===== config.mk =====
export PLATFORM = sky130hd
export DESIGN_NAME = usb_hc_irq_status
export DESIGN_NICKNAME = d
export VERILOG_FILES = /design/src/rtl/usb_hc_irq_status.sv
export SDC_FILE = /design/constraint.sdc
export NUM_CORES = 1
export LEC_CHECK = 0
export BUFFER_PORTS_ARGS = -buffer_cell sky130_fd_sc_hd__buf_2
export CAP_MARGIN = 20
export CELL_PAD_IN_SITES_DETAIL_PLACEMENT = 1
export CELL_PAD_IN_SITES_GLOBAL_PLACEMENT = 1
export CORE_MARGIN = 3
export CORE_UTILIZATION = 41
export DETAILED_ROUTE_END_ITERATION = 16
export GPL_ROUTABILITY_DRIVEN = 0
export PLACE_DENSITY_LB_ADDON = 0.15
export SYNTH_ARGS = -nofsm -noshare
export SYNTH_HDL_FRONTEND = slang
export SYNTH_SLANG_ARGS = --single-unit

===== constraint.sdc =====
create_clock -name clk -period 2.3 [get_ports clk]
set_input_delay 0.46 -clock clk [delete_from_list [all_inputs] [get_ports clk]]
set_output_delay 0.46 -clock clk [all_outputs]
set_load 0.1 [all_outputs]

===== src/rtl/usb_hc_irq_status.sv =====
module usb_hc_irq_status #(
  parameter int FRAME_ENTRIES = 1024,
  parameter int UF_PER_FRAME  = 8,
  parameter int MAX_THR_LOG   = 6
) (
  input  logic                 clk,
  input  logic                 rst_n,
  input  logic                 run_cmd,
  input  logic                 uframe_tick,
  input  logic [2:0]           thresh_sel,
  input  logic                 xfer_done,
  input  logic                 xfer_ioc,
  input  logic                 xfer_err,
  input  logic                 wbuf_ack,
  input  logic                 rd_abort,
  input  logic [3:0]           sts_clr,
  input  logic [3:0]           ien,
  input  logic                 pf_fetch,
  input  logic                 pf_missed,
  input  logic                 pf_late_fail,
  input  logic                 cs_valid,
  input  logic                 cs_int_in,
  input  logic                 cs_crit_ok,
  input  logic                 cs_err,
  input  logic [1:0]           cs_cerr_in,
  output logic [5:0]           sts,
  output logic                 halted,
  output logic [$clog2(FRAME_ENTRIES*UF_PER_FRAME)-1:0] frindex,
  output logic                 irq,
  output logic                 mmf_wb,
  output logic                 cerr_wb_vld,
  output logic [1:0]           cerr_wb
);
  localparam int IDX_W  = $clog2(FRAME_ENTRIES*UF_PER_FRAME);
  localparam int IDX_MAX = FRAME_ENTRIES*UF_PER_FRAME - 1;
  localparam int TC_W   = MAX_THR_LOG + 1;

  logic [TC_W-1:0] tcnt;
  logic pend_c, pend_e, due_c, due_e, posted;
  logic st_c, st_e, st_r, st_f;

  wire       tick    = uframe_tick & ~halted;
  wire [2:0] sel_eff = (thresh_sel > 3'(MAX_THR_LOG)) ? 3'(MAX_THR_LOG) : thresh_sel;
  wire [TC_W-1:0] ivl = TC_W'(1) << sel_eff;
  wire       bnd     = tick && (tcnt == ivl - TC_W'(1));
  wire       wrap    = tick && (frindex == IDX_W'(IDX_MAX));
  wire       fire_c  = (due_c | (bnd & pend_c)) & posted;
  wire       fire_e  = (due_e | (bnd & pend_e)) & posted;
  wire [1:0] cerr_dec = (cs_cerr_in == 2'd0) ? 2'd0 : cs_cerr_in - 2'd1;
  wire       cerr_keep = (cs_int_in & ~cs_crit_ok) | ~cs_err;

  assign sts = {halted, 1'b0, st_f, st_r, st_e, st_c};
  assign irq = |(sts[3:0] & ien);

  always_ff @(posedge clk or negedge rst_n) begin
    if (!rst_n) begin
      halted <= 1'b1;
      tcnt <= '0;
      frindex <= '0;
      posted <= 1'b1;
      {pend_c, pend_e, due_c, due_e} <= '0;
      {st_c, st_e, st_r, st_f} <= '0;
      mmf_wb <= 1'b0;
      cerr_wb_vld <= 1'b0;
      cerr_wb <= '0;
    end else begin
      if (rd_abort) halted <= 1'b1;
      else if (run_cmd) halted <= 1'b0;

      if (run_cmd && !rd_abort) tcnt <= '0;
      else if (tick) tcnt <= bnd ? '0 : tcnt + TC_W'(1);

      if (tick) frindex <= wrap ? '0 : frindex + IDX_W'(1);

      if (xfer_done) posted <= 1'b0;
      else if (wbuf_ack) posted <= 1'b1;

      pend_c <= (pend_c & ~bnd) | (xfer_done & xfer_ioc);
      pend_e <= (pend_e & ~bnd) | (xfer_done & xfer_err);
      due_c  <= ~fire_c & (due_c | (bnd & pend_c));
      due_e  <= ~fire_e & (due_e | (bnd & pend_e));

      st_c <= fire_c   | (st_c & ~sts_clr[0]);
      st_e <= fire_e   | (st_e & ~sts_clr[1]);
      st_r <= wrap     | (st_r & ~sts_clr[2]);
      st_f <= rd_abort | (st_f & ~sts_clr[3]);

      mmf_wb <= pf_fetch & pf_missed & ~pf_late_fail;
      cerr_wb_vld <= cs_valid;
      if (cs_valid) cerr_wb <= cerr_keep ? cs_cerr_in : cerr_dec;
    end
  end

  p_fatal_halts_r2: assert property (@(posedge clk) disable iff (!rst_n)
    rd_abort |=> (halted && sts[3]));

  p_halt_freezes_r2: assert property (@(posedge clk) disable iff (!rst_n)
    halted |=> $stable(frindex));

  p_roll_at_wrap_r3: assert property (@(posedge clk) disable iff (!rst_n)
    $rose(sts[2]) |-> (frindex == '0));

  p_cmpl_posted_r5: assert property (@(posedge clk) disable iff (!rst_n)
    $rose(sts[0]) |-> $past(posted));

  p_irq_masked_r8: assert property (@(posedge clk) disable iff (!rst_n)
    (ien == 4'd0) |-> !irq);

  p_cerr_hold_r10: assert property (@(posedge clk) disable iff (!rst_n)
    (cs_valid && cs_int_in && !cs_crit_ok) |=> (cerr_wb == $past(cs_cerr_in)));

  p_mmf_late_fail_r11: assert property (@(posedge clk) disable iff (!rst_n)
    (pf_fetch && pf_late_fail) |=> !mmf_wb);
endmodule


==> results of run 1 <==
routing by layer:
layer	vias to the layer above	global-route usage (%)	part of all wire, %
met3	11	5.75	5.2
met5	-	0	0
met2	44	33.7	52
li1	697	-	-
met1	727	23.6	41
met4	0	8.77	2.3
sequential cells by signal, indices dropped and copies added, names as in the netlist:
register / cells
cerr_wb: 2
cerr_wb_vld: 1
due_c: 1
due_e: 1
frindex: 13
halted: 1
mmf_wb: 1
pend_c: 1
pend_e: 1
posted: 1
st_c: 1
st_e: 1
st_f: 1
st_r: 1
tcnt: 7
cell usage after synthesis:
cell type	number	area share (%)
nand4_2	1	0.71
a22o_1	3	1.5
and2_1	1	0.36
a21oi_2	1	0.50
nand4_1	3	1.1
a22oi_1	2	0.85
buf_4	8	3.4
o2111ai_1	2	1.0
and3_1	6	2.1
o32ai_1	1	0.50
buf_6	2	1.3
buf_2	1	0.28
clkbuf_1	1	0.21
o221ai_2	1	0.85
ha_1	2	1.4
and3_4	1	0.64
dfrtp_1	32	46
o21ai_1	5	1.4
nand2_1	22	4.7
nor3_1	3	0.85
dfstp_2	2	3.0
xnor2_1	12	6.0
o22ai_1	3	1.1
a31oi_1	1	0.36
a21oi_1	4	1.1
a21o_1	3	1.3
or3_1	1	0.36
nor2b_1	5	1.8
o211ai_1	1	0.43
o21ai_0	2	0.57
a32o_1	1	0.57
nand2b_1	6	2.1
nand3_1	1	0.28
inv_1	9	1.9
nor4_2	2	1.4
nor3b_2	1	0.71
nor2_1	21	4.5
conb_1	1	0.21
xor2_1	6	3.0
cell usage in the layout, fill, tap and decap left out, types with 4 or more instances in the layout:
master and count:
nor2b_1 5, xnor2_1 12, inv_1 9, nand2_1 22, dfrtp_1 32, o21ai_1 5
buf_2 52, xor2_1 6, nand2b_1 6, clkbuf_8 5, and3_1 6, a21oi_1 4
nor2_1 21
area by class of cell:
cell class | count | area (um2) | area share (%)
Timing Repair Buffer | 53 | 268 | 12.7
Clock buffer | 5 | 68.8 | 3.27
Tap cell | 50 | 62.6 | 2.97
Multi-Input combinational cell | 125 | 778 | 37.0
Sequential cell | 34 | 853 | 40.5
Clock inverter | 3 | 40.0 | 1.90
Inverter | 9 | 33.8 | 1.61
power by group through the flow:
| stage | registers, mW | clock network (mW) | logic, mW |
|---|---|---|---|
| 3_5_place_dp | 0.715 | 0 | 0.532 |
| 6_report | 0.704 | 0.548 | 0.528 |
| 4_1_cts | 0.705 | 0.564 | 0.533 |
| 3_3_place_gp | 0.710 | 0 | 0.520 |
| 5_1_grt | 0.716 | 0.592 | 0.556 |
| 2_1_floorplan | 0.984 | 0 | 0.146 |
logic make-up after synthesis:
kind of cell	share of synthesized area, %
XOR/XNOR	8.97
AO/OA/AOI/OAI	12.0
adder cells (fa/ha/maj)	1.42
other	0.213
AND/OR/NAND/NOR	21.7
flip-flops	48.6
buffers and inverters	7.12
final timing paths:
path                            slack (ns)     endpoint          from  cells after the start
worst max-delay path                  0.50      tcnt[1]       tcnt[3]                      5
worst min-delay path                  0.24      tcnt[3]         rst_n                      1
worst max register to register        0.50      tcnt[1]       tcnt[3]                      5
worst min register to register        0.51  frindex[12]   frindex[12]                      1
max in group asynchronous             1.55   frindex[5]         rst_n                      1
min in group clk                      0.32       mmf_wb  pf_late_fail                      2
==> key figures, run 1 <==
Finish
  – Fin area: 0.00210 mm2
  – Non-Filler Instances: 279
  – Area Overhead vs Synth: 19.8%
  – Fillers: 499
  – Final Net Count: 259
  – # diodes: 0
  – Layout cells sized above 1: 30.6%
  – Final Core Density: 51.9%

Global route
  – Largest net degree at the start of global routing: 35
  – Vias in the first global route: ~1600
  – GRT Overall Usage: 20.0%
  – First-pass GRT wire length: ~7.9 mm
  – Congestion Overflow GR: 0
  – Initial antenna violation count: 0

Routing
  – Detail Route Antenna Nets: 0
  – Residual DRC: 0
  – Routed vias/inst: 5.30
  – Initial drt markers: 64
  – Total number of vias: 1479
  – DRT Wirelength: 4.58 mm
  – WL/cell: 16.4 um
  – TritonRoute pass-1 iters: 4

Floorplan
  – IO Count: 54
  – Area of the core: 0.00406 mm2
  – Starting Density: a little over two fifths
  – Die Wd: between 70 and 80 um
  – Site Rows: 23
  – Die height: 71.5 um
  – Full die area: between 0.005 and 0.006 mm2

Status
  – Outcome: finished clean

Pwr
  – Net Sw Frac: 40.0%
  – Leakage: 1.08 nW
  – Part of the power in combinational logic: 29.7%
  – Sequential power share: ~40%
  – Power Density: between 800 and 900 mW/mm2
  – Sw Pwr: 0.713 mW
  – Max IR drop VDD: 437 uV
  – Clock share of power: 30.8%
  – Total power of the final layout: 1.78 mW
  – Pint: 1.07 mW

Logic synthesis
  – Register bit total from synthesis: 34
  – Seq/Total Area, Yosys: about half
  – Post-Syn Area: between 0.0015 and 0.002 mm2
  – Avg Cell Area, Syn: 9.76 um2
  – Mapped Cells: 180
  – Syn Nets: 211
  – Cell variety after synth: 39
  – Synth warn: 0

STA
  – Slew Viols, Final: 0
  – Relative max-transition margin: 47.7%
  – RSZ-0062 raised after global routing: false
  – Final worst path period share: approximately four fifths
  – Minimum clock period: 1.80 ns
  – Clk_skew: 0.00769 ns
  – Final worst setup slack: approximately 0.5 ns
  – Hold Fails Final Rpt: 0
  – Min Hold Slack: roughly 0.24 ns
  – Final setup fails: 0
  – Setup TNS Final: 0 ns
  – Max Fclk: 554 MHz
  – Slew @ Worst Pin: 0.784 ns

Critical path
  – Largest stage delay, worst path: 0.50 ns
  – Worst Path Max Fanout: 13
  – CP top delay family: compound AO/OA/AOI/OAI gates
  – Crit path launch type: flop
  – Crit. End Element: flop
  – Crit path cell chain: nor3b_2, a21oi_1, o32ai_1, o221ai_2, a32o_1
  – Buf+Inv Stages, Crit Path: 0
  – Setup CP Type: reg2reg
  – CP required: 2.48 ns
  – Critical Path Slowest Stage Cell: dfrtp_1
  – Crit path arrival time: between 1.5 and 2 ns

Clock network
  – Skew-Pair Late Insertion Delay: a little under 0.3 ns
  – Clock Tree Root: clkbuf_8
  – Inserted Clock Buffers: 5
  – Clock sink total: 34
  – CTS tree: yes
  – Clk pin slew, worst setup/hold paths: 0.08 ns
  – Htree depth: 2
  – Clock tree buffer depth: 2
  – Hold bufs inserted after CTS: 0
  – Post-CTS Setup Bufs: 0
  – Post-CTS sizing: 0

Job
  – Max-Cap Viols: 0

Placed design
  – PortBufs: 52
  – Post-DP HPWL: 3.46 mm
  – Pre-CTS setup slack: roughly 0.4 ns
  – Placed Cells: 271
  – Post-placement cell area: 0.00200 mm2

Hold path
  – HP Class: in2async
(Power assumes the default switching activity.)
==> run 2: changes to the inputs <==
--- a/config.mk
+++ b/config.mk
@@ -10,7 +10,7 @@
 export CELL_PAD_IN_SITES_DETAIL_PLACEMENT = 1
 export CELL_PAD_IN_SITES_GLOBAL_PLACEMENT = 1
 export CORE_MARGIN = 3
-export CORE_UTILIZATION = 41
+export CORE_UTILIZATION = 38
 export DETAILED_ROUTE_END_ITERATION = 16
 export GPL_ROUTABILITY_DRIVEN = 0
 export PLACE_DENSITY_LB_ADDON = 0.15
==> constraint.sdc (replaced) <==
create_clock -name clk -period 1.85 [get_ports clk]
set_input_delay 0.37 -clock clk [delete_from_list [all_inputs] [get_ports clk]]
set_output_delay 0.37 -clock clk [all_outputs]
set_load 0.1 [all_outputs]
==> run 2 against run 1 <==
  * The flow now finishes with violations (negative hold slack)
  * Fmax increased by 3.1%
  * Clock-buffer cell count increased by 1
  * Clock power is 4.9% higher
  * Worst setup slack got worse by 0.40 ns
  * Sequential share of layout area down 0.098 points
  * Non-clock buffer count is 4 higher
  * Sequential power is 26% higher
  * Hold slack worse by 0.25 ns
  * Highest routed layer unchanged
==> key figures, run 2 (synthesis gave the netlist of run 1 again) <==
Critical path
  – Crit. End Element: flop
  – Worst Path Max Fanout: 8 (-5)
  – Critical Path Slowest Stage Cell: dfrtp_4
  – CP required: 2.02 ns (-0.46 ns)
  – Setup CP Type: reg2reg
  – Crit path cell chain: and3_4, nand4_2, nor4_2, and2_1, o21ai_1
  – Crit path launch type: flop
  – R2R depth: 5 (unchanged)
  – FF-to-FF Start: frindex[5]
  – Crit path arrival time: 1.91 ns (-0.08 ns)
  – Largest stage delay, worst path: 0.45 ns (-0.05 ns)
  – Reg2Reg Capture Point: frindex[0]
  – R2R setup slack: 0.10 ns (-0.40 ns)

Routing
  – Residual DRC: 0 (unchanged)
  – Routed length on met1: 1.83 mm (-2.5%)
  – Max layer used: met4
  – Routed length on met3: 199 um (-17%)
  – DRT Wirelength: 4.30 mm (-6.2%)
  – Routed vias/inst: 5.12 (-3.4%)
  – Initial drt markers: 70 (+9.4%)
  – TritonRoute pass-1 iters: 5 (+1)
  – Met2 routed WL: 2.22 mm (-6.0%)
  – Detail Route Antenna Nets: 0 (unchanged)
  – Total number of vias: 1460 (-1.3%)
  – WL/cell: 15.1 um (-8.2%)

Finish
  – Fin area: 0.00217 mm2 (+3.3%)
  – Final Net Count: 263 (+1.5%)
  – # diodes: 0 (unchanged)
  – Most common cell after layout, fill and taps aside: buf_2
  – Layout cells sized above 1: 36.9% (+6.3 points)
  – Leading cell types in the layout, fill and taps excluded: buf_2, nand2_1, nor2_1, dfrtp_1, xnor2_1
  – Max reg flops: 13 (unchanged)
  – Most flops, register: frindex
  – Top flop regs: frindex: 13 flops, tcnt: 7 flops, cerr_wb: 2 flops
  – Area Overhead vs Synth: 23.8%

STA
  – Minimum clock period: 1.75 ns (-0.0543 ns)
  – RSZ-0062 raised after global routing: false
  – Clk_skew: 0.00560 ns (-0.00209 ns)
  – Final worst path period share: 94.6% (+16 points)
  – Final worst setup slack: 0.100 ns (-0.396 ns)
  – Min Hold Slack: -0.00553 ns (-0.249 ns)
  – Final setup fails: 0 (unchanged)
  – Hold Fails Final Rpt: 10 (+10)
  – Setup TNS Final: 0 ns (unchanged)
  – Slew Viols, Final: 0 (unchanged)
  – Max Fclk: 572 MHz (+3.1%)

Floorplan
  – Die Wd: 74.0 um (+3.5%)
  – Starting Density: 39.8% (-3.5 points)
  – IO Count: 54 (unchanged)
  – Area of the core: 0.00441 mm2 (+8.8%)
  – Site Rows: 24 (+4.3%)
  – Die height: 74.0 um (+3.5%)
  – Full die area: 0.00547 mm2 (+7.2%)

Status
  – Failing checks: negative hold slack
  – Outcome: complete, but fails checks

Pwr
  – Leakage: 1.08 nW (about the same)
  – Total power of the final layout: 2.12 mW (+19%)
  – Max IR drop VDD: 648 uV (+48%)
  – Power Density: 976 mW/mm2 (+15%)

Clock network
  – Clock Tree Root: clkbuf_8
  – CTS tree: yes
  – Inserted Clock Buffers: 5 (unchanged)
  – Skew-Pair Late Insertion Delay: 0.29 ns (about the same)
  – Clock tree buffer depth: 2 (unchanged)
  – Clock sink total: 34 (unchanged)
  – Clk pin slew, worst setup/hold paths: 0.07 ns (about the same)
  – Post-CTS sizing: 0 (unchanged)
  – Htree depth: 2 (unchanged)

Placed design
  – Post-DP HPWL: 3.33 mm (-3.9%)
  – Pre-CTS setup slack: 0.0222 ns (-0.377 ns)
  – Post-placement cell area: 0.00206 mm2 (+3.2%)
  – PortBufs: 52 (unchanged)

Global route
  – GRT Overall Usage: 16.6% (-3.4 points)
  – Largest net degree at the start of global routing: 20 (-43%)
  – Initial antenna violation count: 0 (unchanged)
  – Vias in the first global route: 1502 (-8.5%)
  – First-pass GRT wire length: 6.96 mm (-12%)
  – Congestion Overflow GR: 0 (unchanged)

Hold path
  – HP Class: in2async

Job
  – Max-Cap Viols: 0 (unchanged)
## run 2: changes by cell type in the layout (fill, tap and decap cells not counted), sizes merged
cell / before / now
clkbuf: 5 / 6
buf: 53 / 57
bufinv: 1 / 0
clkinv: 2 / 1
clkinvlp: 0 / 1
## run 2: worst max path at each step
stage | from | end | slack [ns] | cells after the start
4_1_cts | frindex[5] | frindex[0] | 0.11 | 5
2_1_floorplan | halted | tcnt[5] | 0.05 | 6
5_1_grt | halted | frindex[11] | 0.008 | 6
3_5_place_dp | thresh_sel[2] | tcnt[1] | 0.02 | 6
3_3_place_gp | thresh_sel[2] | tcnt[1] | 0.09 | 6
6_report | frindex[5] | frindex[0] | 0.10 | 5
## run 2: cell type report
type / instances / area [um2]
multi-input cells: 125 / 778
inverters: 9 / 33.8
flip-flops and latches: 34 / 880
well taps: 52 / 65.1
clock inverters: 2 / 12.5
repair buffers: 57 / 323
clock buffers: 6 / 82.6
fillers: 524 / 2240
## run 2: repair_timing
action / CTS / global route
endpoints found under the hold margin: 0 / 0
hold buffers: 0 / 0
setup buffers: 0 / 1
endpoints found under the setup margin: 0 / 1
## run 2: metal layers
metal  vias to the layer above  track usage, %
met3                         7            3.11
met5                         -               0
met4                         0            6.64
met2                        45            27.4
li1                        704               -
met1                       704            21.6
## run 2: worst max-delay path, delay by kind of cell (launching register included)
| kind | cells | cell delay [ns] |
|---|---|---|
| AO/OA/AOI/OAI | 1 | 0.12 |
| flip-flops | 1 | 0.45 |
| AND/OR/NAND/NOR | 4 | 1.05 |
## run 2: through the flow
| step | hold slack [ns] | instances | utilization, % |
|---|---|---|---|
| 3_3_place_gp | 0.312 | 276 | 46.7 |
| 6_report | -0.00553 | 285 | 49.3 |
| 2_1_floorplan | 0.0744 | 180 | - |
| 3_5_place_dp | 0.316 | 276 | 46.7 |
| 4_1_cts | 0.00273 | 284 | 48.8 |
| 5_1_grt | 0.0208 | 285 | 49.3 |
## run 2: where the power goes
group / leakage, nW / internal, mW / switching (mW)
sequential: 0.421 / 0.813 / 0.0729
clock: 0.0472 / 0.299 / 0.276
combinational: 0.608 / 0.133 / 0.528
total: 1.08 / 1.24 / 0.876
